--- config.mk ---
export PLATFORM = sky130hd
export DESIGN_NAME = acc_alu
export DESIGN_NICKNAME = d
export VERILOG_FILES = /design/src/rtl/acc_alu_pkg.sv /design/src/rtl/acc_alu_arith.sv /design/src/rtl/acc_alu_logic.sv /design/src/rtl/acc_alu_status.sv /design/src/rtl/acc_alu.sv
export SDC_FILE = /design/constraint.sdc
export NUM_CORES = 1
export LEC_CHECK = 0
export BUFFER_PORTS_ARGS = -buffer_cell sky130_fd_sc_hd__buf_2
export CAP_MARGIN = 0
export CELL_PAD_IN_SITES_DETAIL_PLACEMENT = 0
export CELL_PAD_IN_SITES_GLOBAL_PLACEMENT = 1
export CORE_UTILIZATION = 41
export CTS_BUF_LIST = sky130_fd_sc_hd__clkbuf_8
export DETAILED_ROUTE_END_ITERATION = 8
export GPL_TIMING_DRIVEN = 0
export PLACE_DENSITY = 0.83
export SKIP_CTS_REPAIR_TIMING = 1
export SLEW_MARGIN = 10
export SYNTH_ARGS = -nofsm -noshare
export SYNTH_HDL_FRONTEND = slang
export SYNTH_HIERARCHICAL = 1
export SYNTH_SLANG_ARGS = --single-unit
--- constraint.sdc ---
create_clock -name clk_i -period 3.2 [get_ports clk_i]
set_clock_uncertainty 0.05 [all_clocks]
set_input_delay 0.32 -clock clk_i [delete_from_list [all_inputs] [get_ports clk_i]]
set_output_delay 0.32 -clock clk_i [all_outputs]
set_load 0.005 [all_outputs]
--- src/rtl/acc_alu_pkg.sv ---
package acc_alu_pkg;

  typedef enum logic [3:0] {
    ALU_ADD    = 4'd0,
    ALU_SUB    = 4'd1,
    ALU_INC    = 4'd2,
    ALU_DEC    = 4'd3,
    ALU_AND    = 4'd4,
    ALU_OR     = 4'd5,
    ALU_XOR    = 4'd6,
    ALU_NOT    = 4'd7,
    ALU_ROTL   = 4'd8,
    ALU_ROTR   = 4'd9,
    ALU_ROTL_C = 4'd10,
    ALU_ROTR_C = 4'd11,
    ALU_LOAD   = 4'd12
  } alu_op_e;

  localparam int FLAG_W = 8;
  localparam int FLG_S  = 7;
  localparam int FLG_Z  = 6;
  localparam int FLG_H  = 4;
  localparam int FLG_P  = 2;
  localparam int FLG_C  = 0;

  function automatic logic [FLAG_W-1:0] pack_flags(input logic s, input logic z,
                                                   input logic h, input logic p,
                                                   input logic c);
    logic [FLAG_W-1:0] f;
    f        = '0;
    f[FLG_S] = s;
    f[FLG_Z] = z;
    f[FLG_H] = h;
    f[FLG_P] = p;
    f[FLG_C] = c;
    return f;
  endfunction

endpackage

--- src/rtl/acc_alu_arith.sv ---
// Shared adder: a + (b or ~b) + cin, with the carry out of the low half exposed.
module acc_alu_arith #(
  parameter int WIDTH = 8
) (
  input  logic [WIDTH-1:0] a_i,
  input  logic [WIDTH-1:0] b_i,
  input  logic             inv_b_i,
  input  logic             cin_i,
  output logic [WIDTH-1:0] sum_o,
  output logic             cout_o,
  output logic             half_o
);
  localparam int LO = WIDTH / 2;
  localparam int HI = WIDTH - LO;

  logic [WIDTH-1:0] b_eff;
  logic [LO:0]      lo_sum;
  logic [HI:0]      hi_sum;

  assign b_eff  = inv_b_i ? ~b_i : b_i;
  assign lo_sum = {1'b0, a_i[LO-1:0]} + {1'b0, b_eff[LO-1:0]} + {{LO{1'b0}}, cin_i};
  assign hi_sum = {1'b0, a_i[WIDTH-1:LO]} + {1'b0, b_eff[WIDTH-1:LO]}
                + {{HI{1'b0}}, lo_sum[LO]};

  assign sum_o  = {hi_sum[HI-1:0], lo_sum[LO-1:0]};
  assign cout_o = hi_sum[HI];
  assign half_o = lo_sum[LO];
endmodule

--- src/rtl/acc_alu_logic.sv ---
module acc_alu_logic
  import acc_alu_pkg::*;
#(
  parameter int WIDTH = 8
) (
  input  alu_op_e          op_i,
  input  logic [WIDTH-1:0] a_i,
  input  logic [WIDTH-1:0] b_i,
  input  logic             carry_i,
  output logic [WIDTH-1:0] res_o,
  output logic             carry_o
);
  localparam int MSB = WIDTH - 1;

  always_comb begin
    res_o   = a_i;
    carry_o = carry_i;
    unique case (op_i)
      ALU_AND:    res_o = a_i & b_i;
      ALU_OR:     res_o = a_i | b_i;
      ALU_XOR:    res_o = a_i ^ b_i;
      ALU_NOT:    res_o = ~a_i;
      ALU_ROTL:   begin res_o = {a_i[MSB-1:0], a_i[MSB]}; carry_o = a_i[MSB]; end
      ALU_ROTR:   begin res_o = {a_i[0], a_i[MSB:1]};     carry_o = a_i[0];   end
      ALU_ROTL_C: begin res_o = {a_i[MSB-1:0], carry_i};  carry_o = a_i[MSB]; end
      ALU_ROTR_C: begin res_o = {carry_i, a_i[MSB:1]};    carry_o = a_i[0];   end
      default:    ;
    endcase
  end
endmodule

--- src/rtl/acc_alu_status.sv ---
module acc_alu_status #(
  parameter int WIDTH = 8
) (
  input  logic [WIDTH-1:0] res_i,
  output logic             sign_o,
  output logic             zero_o,
  output logic             parity_o
);
  assign sign_o   = res_i[WIDTH-1];
  assign zero_o   = (res_i == '0);
  assign parity_o = ~^res_i;
endmodule

--- src/rtl/acc_alu.sv ---
module acc_alu
  import acc_alu_pkg::*;
#(
  parameter int WIDTH = 8
) (
  input  logic             clk_i,
  input  logic             rst_ni,
  input  logic             we_i,
  input  logic [3:0]       op_i,
  input  logic [WIDTH-1:0] operand_i,
  output logic [WIDTH-1:0] acc_o,
  output logic [7:0]       flags_o
);
  alu_op_e           op;
  logic [WIDTH-1:0]  acc_q, acc_d;
  logic [FLAG_W-1:0] flags_q, flags_d;

  logic [WIDTH-1:0]  add_b, add_sum, log_res, res;
  logic              add_inv, add_cin, add_cout, add_half, log_carry;
  logic              st_s, st_z, st_p;
  logic              is_arith, is_bool;

  assign op       = alu_op_e'(op_i);
  assign is_arith = op inside {ALU_ADD, ALU_SUB, ALU_INC, ALU_DEC};
  assign is_bool  = op inside {ALU_AND, ALU_OR, ALU_XOR};

  // add: b,+0  sub: ~b,+1  inc: 0,+1  dec: ~0,+0
  always_comb begin
    add_b   = operand_i;
    add_inv = 1'b0;
    add_cin = 1'b0;
    unique case (op)
      ALU_SUB: begin add_inv = 1'b1; add_cin = 1'b1; end
      ALU_INC: begin add_b = '0; add_cin = 1'b1; end
      ALU_DEC: begin add_b = '0; add_inv = 1'b1; end
      default: ;
    endcase
  end

  acc_alu_arith #(.WIDTH(WIDTH)) u_arith (
    .a_i    (acc_q),
    .b_i    (add_b),
    .inv_b_i(add_inv),
    .cin_i  (add_cin),
    .sum_o  (add_sum),
    .cout_o (add_cout),
    .half_o (add_half)
  );

  acc_alu_logic #(.WIDTH(WIDTH)) u_logic (
    .op_i   (op),
    .a_i    (acc_q),
    .b_i    (operand_i),
    .carry_i(flags_q[FLG_C]),
    .res_o  (log_res),
    .carry_o(log_carry)
  );

  assign res = is_arith ? add_sum : log_res;

  acc_alu_status #(.WIDTH(WIDTH)) u_status (
    .res_i   (res),
    .sign_o  (st_s),
    .zero_o  (st_z),
    .parity_o(st_p)
  );

  always_comb begin
    acc_d   = acc_q;
    flags_d = flags_q;
    unique case (op)
      ALU_ADD: begin acc_d = res; flags_d = pack_flags(st_s, st_z, add_half, st_p, add_cout);  end
      ALU_SUB: begin acc_d = res; flags_d = pack_flags(st_s, st_z, add_half, st_p, ~add_cout); end
      ALU_INC, ALU_DEC: begin
        acc_d   = res;
        flags_d = pack_flags(st_s, st_z, add_half, st_p, flags_q[FLG_C]);
      end
      ALU_AND, ALU_OR, ALU_XOR: begin
        acc_d   = res;
        flags_d = pack_flags(st_s, st_z, 1'b0, st_p, 1'b0);
      end
      ALU_NOT: acc_d = res;
      ALU_ROTL, ALU_ROTR, ALU_ROTL_C, ALU_ROTR_C: begin
        acc_d          = res;
        flags_d[FLG_C] = log_carry;
      end
      ALU_LOAD: acc_d = operand_i;
      default: ;
    endcase
  end

  always_ff @(posedge clk_i or negedge rst_ni) begin
    if (!rst_ni) begin
      acc_q   <= '0;
      flags_q <= '0;
    end else if (we_i) begin
      acc_q   <= acc_d;
      flags_q <= flags_d;
    end
  end

  assign acc_o   = acc_q;
  assign flags_o = flags_q;

  assert_hold_idle_R11: assert property (@(posedge clk_i) disable iff (!rst_ni)
    !we_i |=> $stable(acc_q) && $stable(flags_q));

  assert_zero_parity_R2: assert property (@(posedge clk_i) disable iff (!rst_ni)
    we_i && (is_arith || is_bool) |=>
      flags_q[FLG_Z] == (acc_q == '0) && flags_q[FLG_P] == ~^acc_q);

  assert_sub_borrow_R4: assert property (@(posedge clk_i) disable iff (!rst_ni)
    we_i && op == ALU_SUB |=> flags_q[FLG_C] == ($past(operand_i) > $past(acc_q)));

  assert_step_keeps_carry_R5: assert property (@(posedge clk_i) disable iff (!rst_ni)
    we_i && (op == ALU_INC || op == ALU_DEC) |=> flags_q[FLG_C] == $past(flags_q[FLG_C]));

  assert_bool_clears_carry_R6: assert property (@(posedge clk_i) disable iff (!rst_ni)
    we_i && is_bool |=> !flags_q[FLG_C] && !flags_q[FLG_H]);

  assert_not_keeps_flags_R7: assert property (@(posedge clk_i) disable iff (!rst_ni)
    we_i && op == ALU_NOT |=> $stable(flags_q) && acc_q == ~$past(acc_q));

  assert_rotl_copy_R8: assert property (@(posedge clk_i) disable iff (!rst_ni)
    we_i && op == ALU_ROTL |=>
      flags_q[FLG_C] == $past(acc_q[WIDTH-1]) && acc_q[0] == $past(acc_q[WIDTH-1]));

  assert_rotr_thru_R9: assert property (@(posedge clk_i) disable iff (!rst_ni)
    we_i && op == ALU_ROTR_C |=>
      acc_q[WIDTH-1] == $past(flags_q[FLG_C]) && flags_q[FLG_C] == $past(acc_q[0]));
endmodule

== Word level (Yosys, flattened, before mapping) ==
Index checks and enable logic that the tools add are counted.

* Output and inout bits: 16
* Bits in registers: 16
* Input bits: 15

* Bitwise logic cells: 6
* Equality and inequality tests: 13
* Add/subtract/negate cells: 4
* Multiplexer cells: 10
* Reduce and logical (&&, ||, !) cells: 19

{| class="wikitable"
|+ Operators with widths
! kind !! number
|-
| one-hot mux 8 bit (8 select lines) || 1
|-
| 2-to-1 mux 8 bit || 3
|-
| == test 4 bit (second input constant) || 5
|-
| == test 4 x 3 -> 1 bit (second input constant) || 4
|-
| inverter 8 bit || 2
|-
| one-hot mux 8 bit (2 select lines) || 1
|-
| one-hot mux 7 bit (2 select lines) || 1
|-
| OR reduction 12 bit || 1
|-
| adder 4 x 4 -> 5 bit || 2
|-
| adder 5 x 1 -> 5 bit || 2
|-
| OR reduction 2 bit || 5
|-
| AND 8 bit || 1
|-
| == test 4 x 2 -> 1 bit (second input constant) || 2
|-
| logical NOT 8 bit || 1
|-
| bitwise OR 8 bit || 1
|-
| nonzero test 4 bit || 2
|-
| OR reduction 4 bit || 2
|-
| XNOR reduction 8 bit || 1
|-
| bitwise XOR 8 bit || 1
|-
| == test 4 x 1 -> 1 bit (second input constant) || 1
|-
| logical NOT 4 bit || 1
|-
| one-hot mux 1 bit (4 select lines) || 1
|-
| AND reduction 2 bit || 2
|-
| nonzero test 2 bit || 2
|-
| other kinds (6) || 7
|}

== Depth between registers and ports, before layout ==
Gate-level depths: netlist (run 1).

* Word-level depth: 11
* Mapped depth: 22
* Depth with buffers taken out: 20

== By module ==
The synthesis (run 1) kept the hierarchy.

{| class="wikitable"
|+ Modules (own cells, without submodules)
! module !! cells an instance !! instances !! sequential area each (µm²) !! area each (µm²)
|-
| acc_alu_logic || 113 || 1 || 0.0 || 885.8
|-
| acc_alu || 87 || 1 || 325.3 || 864.6
|-
| acc_alu_arith || 41 || 1 || 0.0 || 387.9
|-
| acc_alu_status || 17 || 1 || 0.0 || 122.6
|}

== Least setup slack after synthesis (run 1) ==
Ideal clock, no wire load.

* Path kind: input to register
* From: input op_i[2]
* To: register flags_q[2] (netlist: flags_o[2])
* Arrival: 4.125 ns
* Stages on the path: 21
* Setup time: 0.125 ns
* Buffers on the path: 2
* Setup slack: -1.099 ns
* Cells stage by stage: buf_4 -> nor2_1 -> buf_4 -> and2_0 -> nor2b_1 -> xor2_1 -> fa_1 -> inv_1 -> fa_1 -> nor2b_1 -> o21ai_2 -> nor2b_4 -> fa_1 -> inv_1 -> fa_1 -> mux2_2 -> inv_1 -> ha_1 -> xnor2_1 -> xnor2_1 -> mux2_2

* Cells in the longest elaborated chain, start to end: 11

{| class="wikitable"
|+ Ends and longest elaborated chain
! element !! line !! RTL
|-
| from (decl) || acc_alu.sv:9 || <nowiki>input logic [3:0] op_i,</nowiki>
|-
| == test 4 x 2 -> 1 bit || acc_alu.sv:32 || <nowiki>unique case (op)</nowiki>
|-
| OR reduction 2 bit (no source line) * || - ||
|-
| 2-to-1 mux 8 bit * || acc_alu.sv:32 ||
|-
| via add_b[0] || acc_alu.sv:18 || <nowiki>logic [WIDTH-1:0] add_b, add_sum, log_res, res;</nowiki>
|-
| inverter 8 bit || acc_alu_arith.sv:20 || <nowiki>assign b_eff = inv_b_i ? ~b_i : b_i;</nowiki>
|-
| 2-to-1 mux 8 bit * || acc_alu_arith.sv:20 ||
|-
| adder 4 x 4 -> 5 bit * || acc_alu_arith.sv:21 || <nowiki>assign lo_sum = {1'b0, a_i[LO-1:0]} + {1'b0, b_eff[LO-1:0]} + {{LO{1'b0}}, cin_i};</nowiki>
|-
| adder 5 x 1 -> 5 bit * || acc_alu_arith.sv:21 ||
|-
| adder 5 x 1 -> 5 bit * || acc_alu_arith.sv:23 || <nowiki>+ {{HI{1'b0}}, lo_sum[LO]};</nowiki>
|-
| via add_sum[5] || acc_alu.sv:18 ||
|-
| 2-to-1 mux 8 bit * || acc_alu.sv:59 || <nowiki>assign res = is_arith ? add_sum : log_res;</nowiki>
|-
| via res[5] || acc_alu.sv:18 ||
|-
| XNOR reduction 8 bit * || acc_alu_status.sv:11 || <nowiki>assign parity_o = ~^res_i;</nowiki>
|-
| one-hot mux 7 bit (2 select lines) * || acc_alu.sv:71 || <nowiki>unique case (op)</nowiki>
|-
| via flags_d[2] || acc_alu.sv:16 || <nowiki>logic [FLAG_W-1:0] flags_q, flags_d;</nowiki>
|-
| to (signal assigned) || acc_alu.sv:98 || <nowiki>flags_q <= flags_d;</nowiki>
|-
| to (decl) || acc_alu.sv:16 ||
|}

The timed path passes the listed nets; every way through them passes the cells marked *. The select of a mux whose other input is x is not followed.
A chain may end at the register's enable or synchronous reset.

== Final worst setup path (run 1) ==
* From: input op_i[2]
* To: register flags_q[2] (netlist: flags_o[2])

{| class="wikitable"
|+ RTL lines
! element !! line !! RTL
|-
| == test 4 x 1 -> 1 bit or == test 4 x 2 -> 1 bit (tied branches) || acc_alu.sv:32 ||
|-
| OR reduction 2 bit (no source line) * || - ||
|-
| 2-to-1 mux 1 bit * || acc_alu.sv:32 ||
|-
| via add_inv || acc_alu.sv:19 || <nowiki>logic add_inv, add_cin, add_cout, add_half, log_carry;</nowiki>
|-
| 2-to-1 mux 8 bit * || acc_alu_arith.sv:20 ||
|-
| adder 4 x 4 -> 5 bit || acc_alu_arith.sv:21 ||
|-
| adder 5 x 1 -> 5 bit || acc_alu_arith.sv:21 ||
|-
| adder 5 x 1 -> 5 bit * || acc_alu_arith.sv:23 ||
|-
| via add_sum[5] || acc_alu.sv:18 ||
|-
| 2-to-1 mux 8 bit * || acc_alu.sv:59 ||
|-
| via res[5] || acc_alu.sv:18 ||
|-
| XNOR reduction 8 bit * || acc_alu_status.sv:11 ||
|-
| one-hot mux 7 bit (2 select lines) * || acc_alu.sv:71 ||
|-
| via flags_d[2] || acc_alu.sv:16 ||
|}

Marked as above.

==> results of run 1 <==
[placed cells by master, fill, tap and decap left out, types with 4 or more instances in the layout]
cell type | netlist | routed
inv_1 | 39 | 35
buf_2 | 5 | 27
ha_1 | 26 | 24
buf_4 | 7 | 23
nand2_1 | 13 | 13
mux2i_1 | 14 | 13
dfrtp_1 | 13 | 13
o21ai_1 | 9 | 9
nand2b_1 | 9 | 9
xor2_1 | 9 | 8
mux2_2 | 12 | 7
nor2b_1 | 11 | 7
a21o_1 | 7 | 7
buf_6 | 3 | 6
xnor2_1 | 7 | 6
nor2_1 | 7 | 6
a21oi_1 | 6 | 6
mux2_4 | 0 | 5
inv_2 | 2 | 5
mux4_2 | 5 | 5
buf_12 | 0 | 4
fa_2 | 0 | 4
[sequential cells by signal, summed over array words and instances, names as in the netlist]
register  cells
acc_o         8
flags_o       5
[power by group]
group | internal [uW] | total [uW] | switching (uW) | leakage (uW)
combinational | 609 | 1110 | 503 | 0.00127
sequential | 223 | 340 | 117 | 0.000163
clock | 86.4 | 158 | 71.1 | 0.0000255
[worst paths after layout]
check	cells after the start	to	slack [ns]
max in group asynchronous	2	acc_o[5]	2.38
min in group asynchronous	2	flags_o[4]	0.46
min	2	flags_o[4]	0.31
max	21	flags_o[2]	-0.79
min reg2reg	1	flags_o[4]	0.44
max reg2reg	15	flags_o[2]	-0.58
[area by class of cell]
class	instances	area (sq um)	share of cell area [%]
Multi-Input combinational cell	189	1790	61.8
Timing Repair Buffer	48	350	12.1
Clock inverter	1	5.00	0.173
Buffer	16	138	4.76
Tap cell	70	87.6	3.03
Inverter	41	156	5.41
Sequential cell	13	325	11.3
Clock buffer	3	41.3	1.43
[per-stage QoR]
step | instance area, sq um | utilization, % | std cells | TNS [ns] | hold WS (ns)
floorplan | 2340 | - | 260 | -2.36 | -0.0256
global placement | 2560 | 49.2 | 356 | -6.07 | 0.192
detailed placement | 2560 | 49.2 | 356 | -6.36 | 0.197
CTS | 2610 | 50.1 | 360 | -4.23 | -0.0776
global route | 2890 | 55.5 | 381 | -3.19 | 0.319
finish | 2890 | 55.5 | 381 | -2.40 | 0.312
[logic make-up after synthesis]
logic type / count (synthesis) / share of synthesized area, %
xor+xnor: 17 / 6.92
compound gates: 46 / 14.5
fa+ha+maj: 30 / 17.9
simple gates: 60 / 15.9
flops: 13 / 14.4
mux: 33 / 18.2
buf+inv: 58 / 12.1
other cells: 1 / 0.166
[per-layer routing]
metal	up-vias	wire, microns
li1	972	-
met1	938	2850
met2	50	2690
met3	11	278
met4	0	100
met5	-	0
==> flow_results.xml, run 1 <==
<?xml version="1.0" encoding="UTF-8"?>
<metrics>
  <group name="drt">
    <metric name="drtPass1Iterations" unit="">4</metric>
    <metric name="drc_violation_total_after_the_first_tritonroute_iteration" unit="">55</metric>
    <metric name="detail_route.wl_per_cell" unit="microns">15.5</metric>
    <metric name="routed_via_count" unit="">1971</metric>
    <metric name="detail_route.drc_violations" unit="">0</metric>
    <metric name="vias_per_cell" unit="">5.17</metric>
    <metric name="detail_route.wirelength" unit="mm">5.92</metric>
    <metric name="ant_nets" unit="">0</metric>
  </group>
  <group name="global_routing">
    <metric name="track_usage" unit="%">20.6</metric>
    <metric name="grt.overflow.total" unit="">0</metric>
    <metric name="busiest_layer" unit="">met2</metric>
    <metric name="grtUsageMet2" unit="%">33.1</metric>
    <metric name="grt_use_met1" unit="%">29.1</metric>
    <metric name="grt_use_met3" unit="%">2.51</metric>
    <metric name="global_route_wire_length_before_repair" unit="mm">9.52</metric>
    <metric name="grt_antenna_before_repair" unit="">0</metric>
    <metric name="pin_count_of_the_biggest_net_entering_global_routing" unit="">14</metric>
    <metric name="first_global_vias" unit="">1911</metric>
  </group>
  <group name="synth">
    <metric name="synthCells" unit="">258</metric>
    <metric name="synth.cell_area" unit="sq um">2260</metric>
    <metric name="synth-edff-count" unit="">0</metric>
    <metric name="postSynthAreaPerCell" unit="sq um">8.76</metric>
    <metric name="yosys_most_used_dff" unit="">dfrtp_1</metric>
    <metric name="synth.most_common_cell" unit="">inv_1</metric>
    <metric name="post-synth-top-area-cell" unit="">dfrtp_1</metric>
    <metric name="yosysTopAreaCellShare" unit="%">14.4</metric>
    <metric name="yosysUniqueCellTypes" unit="">56</metric>
    <metric name="yosys_register_bits" unit="">13</metric>
    <metric name="post_synth_main_area_contributors" unit="">dfrtp_1 (14%), ha_1 (14%), inv_1 (6.5%)</metric>
    <metric name="synthesis.yosys.warnings" unit="">6</metric>
    <metric name="synth.top_cells.by_count" unit="">inv_1 (39), ha_1 (26), mux2i_1 (14)</metric>
    <metric name="async_reset_ff_share" unit="%">100</metric>
    <metric name="ys_seq_area_share" unit="%">14.4</metric>
  </group>
  <group name="clock_network">
    <metric name="clkTransAtPathRegs" unit="ns">0.06</metric>
    <metric name="cts_root_buffer" unit="">clkbuf_8</metric>
    <metric name="clock_insertion_delay_worst_skew" unit="ns">0.25</metric>
    <metric name="cts_tree" unit="">built</metric>
    <metric name="htreeDepth" unit="">1</metric>
    <metric name="cts_made_buffers" unit="">3</metric>
    <metric name="clock_tree_buffer_depth" unit="">2</metric>
    <metric name="clock_sinks" unit="">13</metric>
  </group>
  <group name="floorplanning">
    <metric name="initial_utilization" unit="%">43.4</metric>
    <metric name="fp.dieH" unit="microns">76.3</metric>
    <metric name="floorplan.core_area" unit="sq um">5200</metric>
    <metric name="floorplan.die.width" unit="microns">76.3</metric>
    <metric name="die_area" unit="sq um">5820</metric>
    <metric name="ioPinCount" unit="">31</metric>
    <metric name="rows" unit="">26</metric>
  </group>
  <group name="power_and_ir_drop">
    <metric name="static-leakage-power" unit="uW">0.00146</metric>
    <metric name="worst_ir_drop_on_vdd" unit="mV">0.392</metric>
    <metric name="power_density" unit="nW/um^2">557</metric>
    <metric name="power.total" unit="uW">1610</metric>
  </group>
  <group name="worst_setup_path">
    <metric name="end_kind" unit="">flop</metric>
    <metric name="startpoint_kind_of_the_worst_setup_timing_path" unit="">primary input</metric>
    <metric name="critPathSlowestCell" unit="">fa_2</metric>
    <metric name="setup.worst_path.class" unit="">primary input to flop</metric>
    <metric name="path_common_cell" unit="">fa_2</metric>
    <metric name="critical-path-top-delay-family" unit="">adder cells</metric>
    <metric name="crit_start" unit="">op_i[2]</metric>
    <metric name="cp_data_required_time" unit="ns">3.29</metric>
    <metric name="worst_path_largest_cell_delay" unit="ns">0.42</metric>
    <metric name="worstPathCellList" unit="">buf_12, nor2_4, buf_8, and2_4, buf_12, xor2_2, fa_2, inv_2, fa_2, nor2b_4, o21ai_2, nor2b_4, fa_2, inv_2, fa_2, mux2_4, inv_4, ha_4, xnor2_2, xnor2_1, mux2_4</metric>
    <metric name="timing.critical_path.arrival" unit="ns">4.08</metric>
    <metric name="worstPathBufferInverterCount" unit="">6</metric>
    <metric name="worstReg2RegStart" unit="">acc_o[0]</metric>
    <metric name="worst-path-max-fanout" unit="">7</metric>
  </group>
  <group name="place">
    <metric name="global_placer_s_final_weighted_congestion" unit="">0.809</metric>
    <metric name="placement.io_buffers" unit="">26</metric>
    <metric name="detailed_place_hpwl" unit="mm">4.17</metric>
    <metric name="pre_cts_ws" unit="ns">-1.30</metric>
  </group>
  <group name="status">
    <metric name="run_status" unit="">complete, but fails checks</metric>
    <metric name="failing_checks" unit="">setup timing</metric>
  </group>
  <group name="finish">
    <metric name="ratio_of_cells_with_drive_above_1_in_the_final_layout" unit="%">37.9</metric>
    <metric name="layout_area_overhead" unit="%">27.8</metric>
    <metric name="insertedDiodeCount" unit="">0</metric>
    <metric name="final_net_count" unit="">357</metric>
    <metric name="nFillCells" unit="">504</metric>
  </group>
  <group name="sta">
    <metric name="max-slew-margin-rel" unit="%">52.9</metric>
    <metric name="worst_slew_pin_slew" unit="ns">0.702</metric>
    <metric name="finalSetupViolCount" unit="">7</metric>
    <metric name="max_freq" unit="MHz">251</metric>
    <metric name="post-route-min-period" unit="ns">3.99</metric>
    <metric name="hold_violation_count_in_the_final_report" unit="">0</metric>
    <metric name="fin_crit_sh" unit="%">125</metric>
    <metric name="grt_setup_unrepaired" unit="">true</metric>
    <metric name="drv_slew" unit="">0</metric>
    <metric name="setup_slack" unit="ns">-0.791</metric>
  </group>
  <group name="job">
    <metric name="maxCapViolCount" unit="">0</metric>
  </group>
  <group name="hold_path">
    <metric name="hold_path_startpoint" unit="">we_i</metric>
    <metric name="min-delay-path-class" unit="">primary input to flop</metric>
  </group>
</metrics>
Note: power is estimated with default switching activity, not from simulation.
==> run 2, diff against run 1 <==
--- a/config.mk
+++ b/config.mk
@@ -5,11 +5,12 @@
 export SDC_FILE = /design/constraint.sdc
 export NUM_CORES = 1
 export LEC_CHECK = 0
+export ABC_AREA = 1
 export BUFFER_PORTS_ARGS = -buffer_cell sky130_fd_sc_hd__buf_2
 export CAP_MARGIN = 0
 export CELL_PAD_IN_SITES_DETAIL_PLACEMENT = 0
 export CELL_PAD_IN_SITES_GLOBAL_PLACEMENT = 1
-export CORE_UTILIZATION = 41
+export CORE_UTILIZATION = 38
 export CTS_BUF_LIST = sky130_fd_sc_hd__clkbuf_8
 export DETAILED_ROUTE_END_ITERATION = 8
 export GPL_TIMING_DRIVEN = 0
==> run 2 against run 1 <==
  * The flow still finishes with violations (setup timing)
  * Cell count is 35% higher
  * First-iteration DRC count grew to 2.9 times the previous value
  * Hold slack better by 0.052 ns
  * Sequential power is 8.8% lower
  * Power is 9.9% lower
  * Critical path depth is 8 higher
  * Register-to-register slack better by 0.45 ns
  * Die area is 14% higher
  * Core utilization is 6.3 points lower
  * Via count is 26% higher
  * Wire length is 9.1% higher
  * Fmax is 12% higher
  * Critical endpoint unchanged
  * Highest routed layer unchanged
==> flow_results.xml, run 2 <==
<?xml version="1.0" encoding="UTF-8"?>
<metrics>
  <group name="drt">
    <metric name="drtPass1Iterations" unit="">4</metric>
    <metric name="detail_route.drc_violations" unit="">0</metric>
    <metric name="ant_nets" unit="">0</metric>
    <metric name="vias_per_cell" unit="">4.83</metric>
    <metric name="detail_route.wirelength" unit="mm">6.46</metric>
    <metric name="drc_violation_total_after_the_first_tritonroute_iteration" unit="">162</metric>
    <metric name="detail_route.wl_per_cell" unit="microns">12.5</metric>
    <metric name="routed_via_count" unit="">2485</metric>
  </group>
  <group name="place">
    <metric name="detailed_place_hpwl" unit="mm">5.07</metric>
    <metric name="pre_cts_ws" unit="ns">-0.905</metric>
    <metric name="global_placer_s_final_weighted_congestion" unit="">0.827</metric>
    <metric name="placement.io_buffers" unit="">27</metric>
  </group>
  <group name="synth">
    <metric name="synth.cell_area" unit="sq um">2390</metric>
    <metric name="yosys_register_bits" unit="">13</metric>
    <metric name="yosysTopAreaCellShare" unit="%">19.0</metric>
    <metric name="synthesis.yosys.warnings" unit="">6</metric>
    <metric name="synth-edff-count" unit="">0</metric>
    <metric name="synth.most_common_cell" unit="">nand2_1</metric>
    <metric name="ys_seq_area_share" unit="%">13.6</metric>
    <metric name="yosys_most_used_dff" unit="">dfrtp_1</metric>
    <metric name="postSynthAreaPerCell" unit="sq um">6.16</metric>
    <metric name="async_reset_ff_share" unit="%">100</metric>
    <metric name="post-synth-top-area-cell" unit="">nand2_1</metric>
    <metric name="synthCells" unit="">389</metric>
    <metric name="yosysUniqueCellTypes" unit="">29</metric>
    <metric name="synth.top_cells.by_count" unit="">nand2_1 (121), inv_1 (62), nor2_1 (48)</metric>
    <metric name="post_synth_main_area_contributors" unit="">nand2_1 (19%), dfrtp_1 (14%), ha_1 (14%)</metric>
  </group>
  <group name="clock_network">
    <metric name="clock_tree_buffer_depth" unit="">2</metric>
    <metric name="cts_root_buffer" unit="">clkbuf_8</metric>
    <metric name="cts_made_buffers" unit="">3</metric>
    <metric name="htreeDepth" unit="">1</metric>
    <metric name="clock_sinks" unit="">13</metric>
    <metric name="cts_tree" unit="">built</metric>
    <metric name="clock_insertion_delay_worst_skew" unit="ns">0.25</metric>
    <metric name="clkTransAtPathRegs" unit="ns">0.06</metric>
  </group>
  <group name="hold_path">
    <metric name="min-delay-path-class" unit="">primary input to flop</metric>
  </group>
  <group name="finish">
    <metric name="post-route-util" unit="%">49.2</metric>
    <metric name="mostFrequentLayoutCells" unit="">nand2_1 (116), inv_1 (54), nor2_1 (46)</metric>
    <metric name="ratio_of_cells_with_drive_above_1_in_the_final_layout" unit="%">26.6</metric>
    <metric name="layout_area_overhead" unit="%">23.1</metric>
    <metric name="layout_commonest_cell" unit="">nand2_1</metric>
    <metric name="register_area" unit="sq um">325</metric>
    <metric name="final_net_count" unit="">486</metric>
    <metric name="largest_register_ff_count" unit="">8</metric>
    <metric name="multiInputGateArea" unit="sq um">1810</metric>
    <metric name="nFillCells" unit="">644</metric>
    <metric name="insertedDiodeCount" unit="">0</metric>
  </group>
  <group name="worst_setup_path">
    <metric name="path_common_cell" unit="">nand2_1</metric>
    <metric name="setup.worst_path.class" unit="">primary input to flop</metric>
    <metric name="ff2ff_path_depth" unit="">22</metric>
    <metric name="worst-path-max-fanout" unit="">6</metric>
    <metric name="worst_setup_path_endpoint" unit="">flags_o[2]</metric>
    <metric name="startpoint_kind_of_the_worst_setup_timing_path" unit="">primary input</metric>
    <metric name="critPathSlowestCell" unit="">fa_2</metric>
    <metric name="cp_data_required_time" unit="ns">3.29</metric>
    <metric name="end_kind" unit="">flop</metric>
    <metric name="capturing_point_of_the_worst_reg2reg_path" unit="">flags_o[2]</metric>
    <metric name="timing.critical_path.arrival" unit="ns">3.65</metric>
    <metric name="worstReg2RegStart" unit="">acc_o[0]</metric>
    <metric name="worst_path_largest_cell_delay" unit="ns">0.40</metric>
    <metric name="crit_start" unit="">op_i[2]</metric>
    <metric name="timing.reg2reg.setup_slack" unit="ns">-0.13</metric>
  </group>
  <group name="job">
    <metric name="maxCapViolCount" unit="">0</metric>
  </group>
  <group name="power_and_ir_drop">
    <metric name="worst_ir_drop_on_vdd" unit="mV">0.278</metric>
    <metric name="p_int" unit="uW">736</metric>
    <metric name="pwr-share-seq" unit="%">21.3</metric>
    <metric name="power.switching_fraction" unit="%">49.2</metric>
    <metric name="comb_power_share" unit="%">68.4</metric>
    <metric name="power.share.clock" unit="%">10.3</metric>
    <metric name="total_switching_power" unit="uW">714</metric>
    <metric name="power_density" unit="nW/um^2">492</metric>
    <metric name="static-leakage-power" unit="uW">0.00174</metric>
  </group>
  <group name="floorplanning">
    <metric name="floorplan.die.width" unit="microns">81.4</metric>
    <metric name="floorplan.core_area" unit="sq um">5990</metric>
    <metric name="die_area" unit="sq um">6620</metric>
    <metric name="rows" unit="">28</metric>
    <metric name="initial_utilization" unit="%">40.0</metric>
    <metric name="fp.dieH" unit="microns">81.4</metric>
    <metric name="ioPinCount" unit="">31</metric>
  </group>
  <group name="sta">
    <metric name="hold_violation_count_in_the_final_report" unit="">0</metric>
    <metric name="fin_crit_sh" unit="%">111</metric>
    <metric name="grt_setup_unrepaired" unit="">true</metric>
    <metric name="setup_slack" unit="ns">-0.360</metric>
    <metric name="drv_slew" unit="">0</metric>
    <metric name="max_freq" unit="MHz">281</metric>
    <metric name="max-slew-margin-rel" unit="%">66.3</metric>
    <metric name="hold_ws" unit="ns">0.363</metric>
    <metric name="finalSetupViolCount" unit="">4</metric>
    <metric name="post-route-min-period" unit="ns">3.56</metric>
    <metric name="worst_slew_pin_slew" unit="ns">0.505</metric>
  </group>
  <group name="global_routing">
    <metric name="pin_count_of_the_biggest_net_entering_global_routing" unit="">14</metric>
    <metric name="global_route_wire_length_before_repair" unit="mm">10.4</metric>
    <metric name="grt.overflow.total" unit="">0</metric>
    <metric name="first_global_vias" unit="">2164</metric>
    <metric name="track_usage" unit="%">20.4</metric>
    <metric name="grt_antenna_before_repair" unit="">0</metric>
  </group>
  <group name="status">
    <metric name="failing_checks" unit="">setup timing</metric>
    <metric name="run_status" unit="">complete, but fails checks</metric>
  </group>
</metrics>
==> run 2: per-layer routing <==
layer / wire length [microns] / share of wire [%] / GRT usage, % / vias to the layer above
met5: 0 / 0 / 0 / -
met4: 36 / 0.56 / 2.86 / 0
li1: - / - / - / 1292
met2: 2990 / 46 / 33.8 / 50
met3: 259 / 4.0 / 2.47 / 4
met1: 3180 / 49 / 28.7 / 1139
==> run 2: how the worst min path moves through the flow <==
stage	startpoint	depth (start not counted)	to	slack [ns]
finish	we_i	4	flags_o[0]	0.36
global route	we_i	4	flags_o[0]	0.40
CTS	rst_ni	1	acc_o[0]	-0.09
detailed placement	rst_ni	1	flags_o[7]	0.18
global placement	rst_ni	1	flags_o[2]	0.17
floorplan	rst_ni	0	acc_o[0]	-0.03
==> run 2: area by class of cell <==
type                    instances  share of cell area, %
plain buffers                  12                   4.20
clock buffers                   3                   1.40
clock inverters                 1                  0.127
inverters                      65                   8.44
multi-input cells             301                   61.4
flip-flops and latches         13                   11.0
well taps                      75                   3.18
repair buffers                 45                   10.2
==> run 2: worst max-delay path, delay by kind of cell <==
kind	cells	cell delay, ns
fa+ha+maj	5	1.47
simple gates	12	0.78
buf+inv	8	0.62
xor+xnor	2	0.31
compound gates	2	0.14
==> run 2: power by group through the flow <==
| stage | registers, uW | logic [uW] | clock network (uW) |
|---|---|---|---|
| after floorplan | 288 | 679 | 0 |
| after global placement | 316 | 881 | 0 |
| after detailed placement | 316 | 911 | 0 |
| after CTS | 314 | 914 | 153 |
| after global routing | 322 | 1150 | 161 |
| final | 310 | 992 | 149 |
==> run 2: kinds of logic after synthesis <==
group           synth area share, %
xor+xnor                       3.97
other cells                   0.157
simple gates                   44.9
buf+inv                        15.0
compound gates                 5.43
flops                          13.6
fa+ha+maj                      16.9
==> run 2: metrics by stage <==
step	cells	cell area [sq um]	setup TNS [ns]	total power, uW
CTS	497	2750	-1.86	1380
global route	515	2950	-1.42	1640
floorplan	391	2480	-0.451	968
detailed placement	493	2710	-3.81	1230
global placement	493	2710	-3.45	1200
finish	515	2950	-0.685	1450
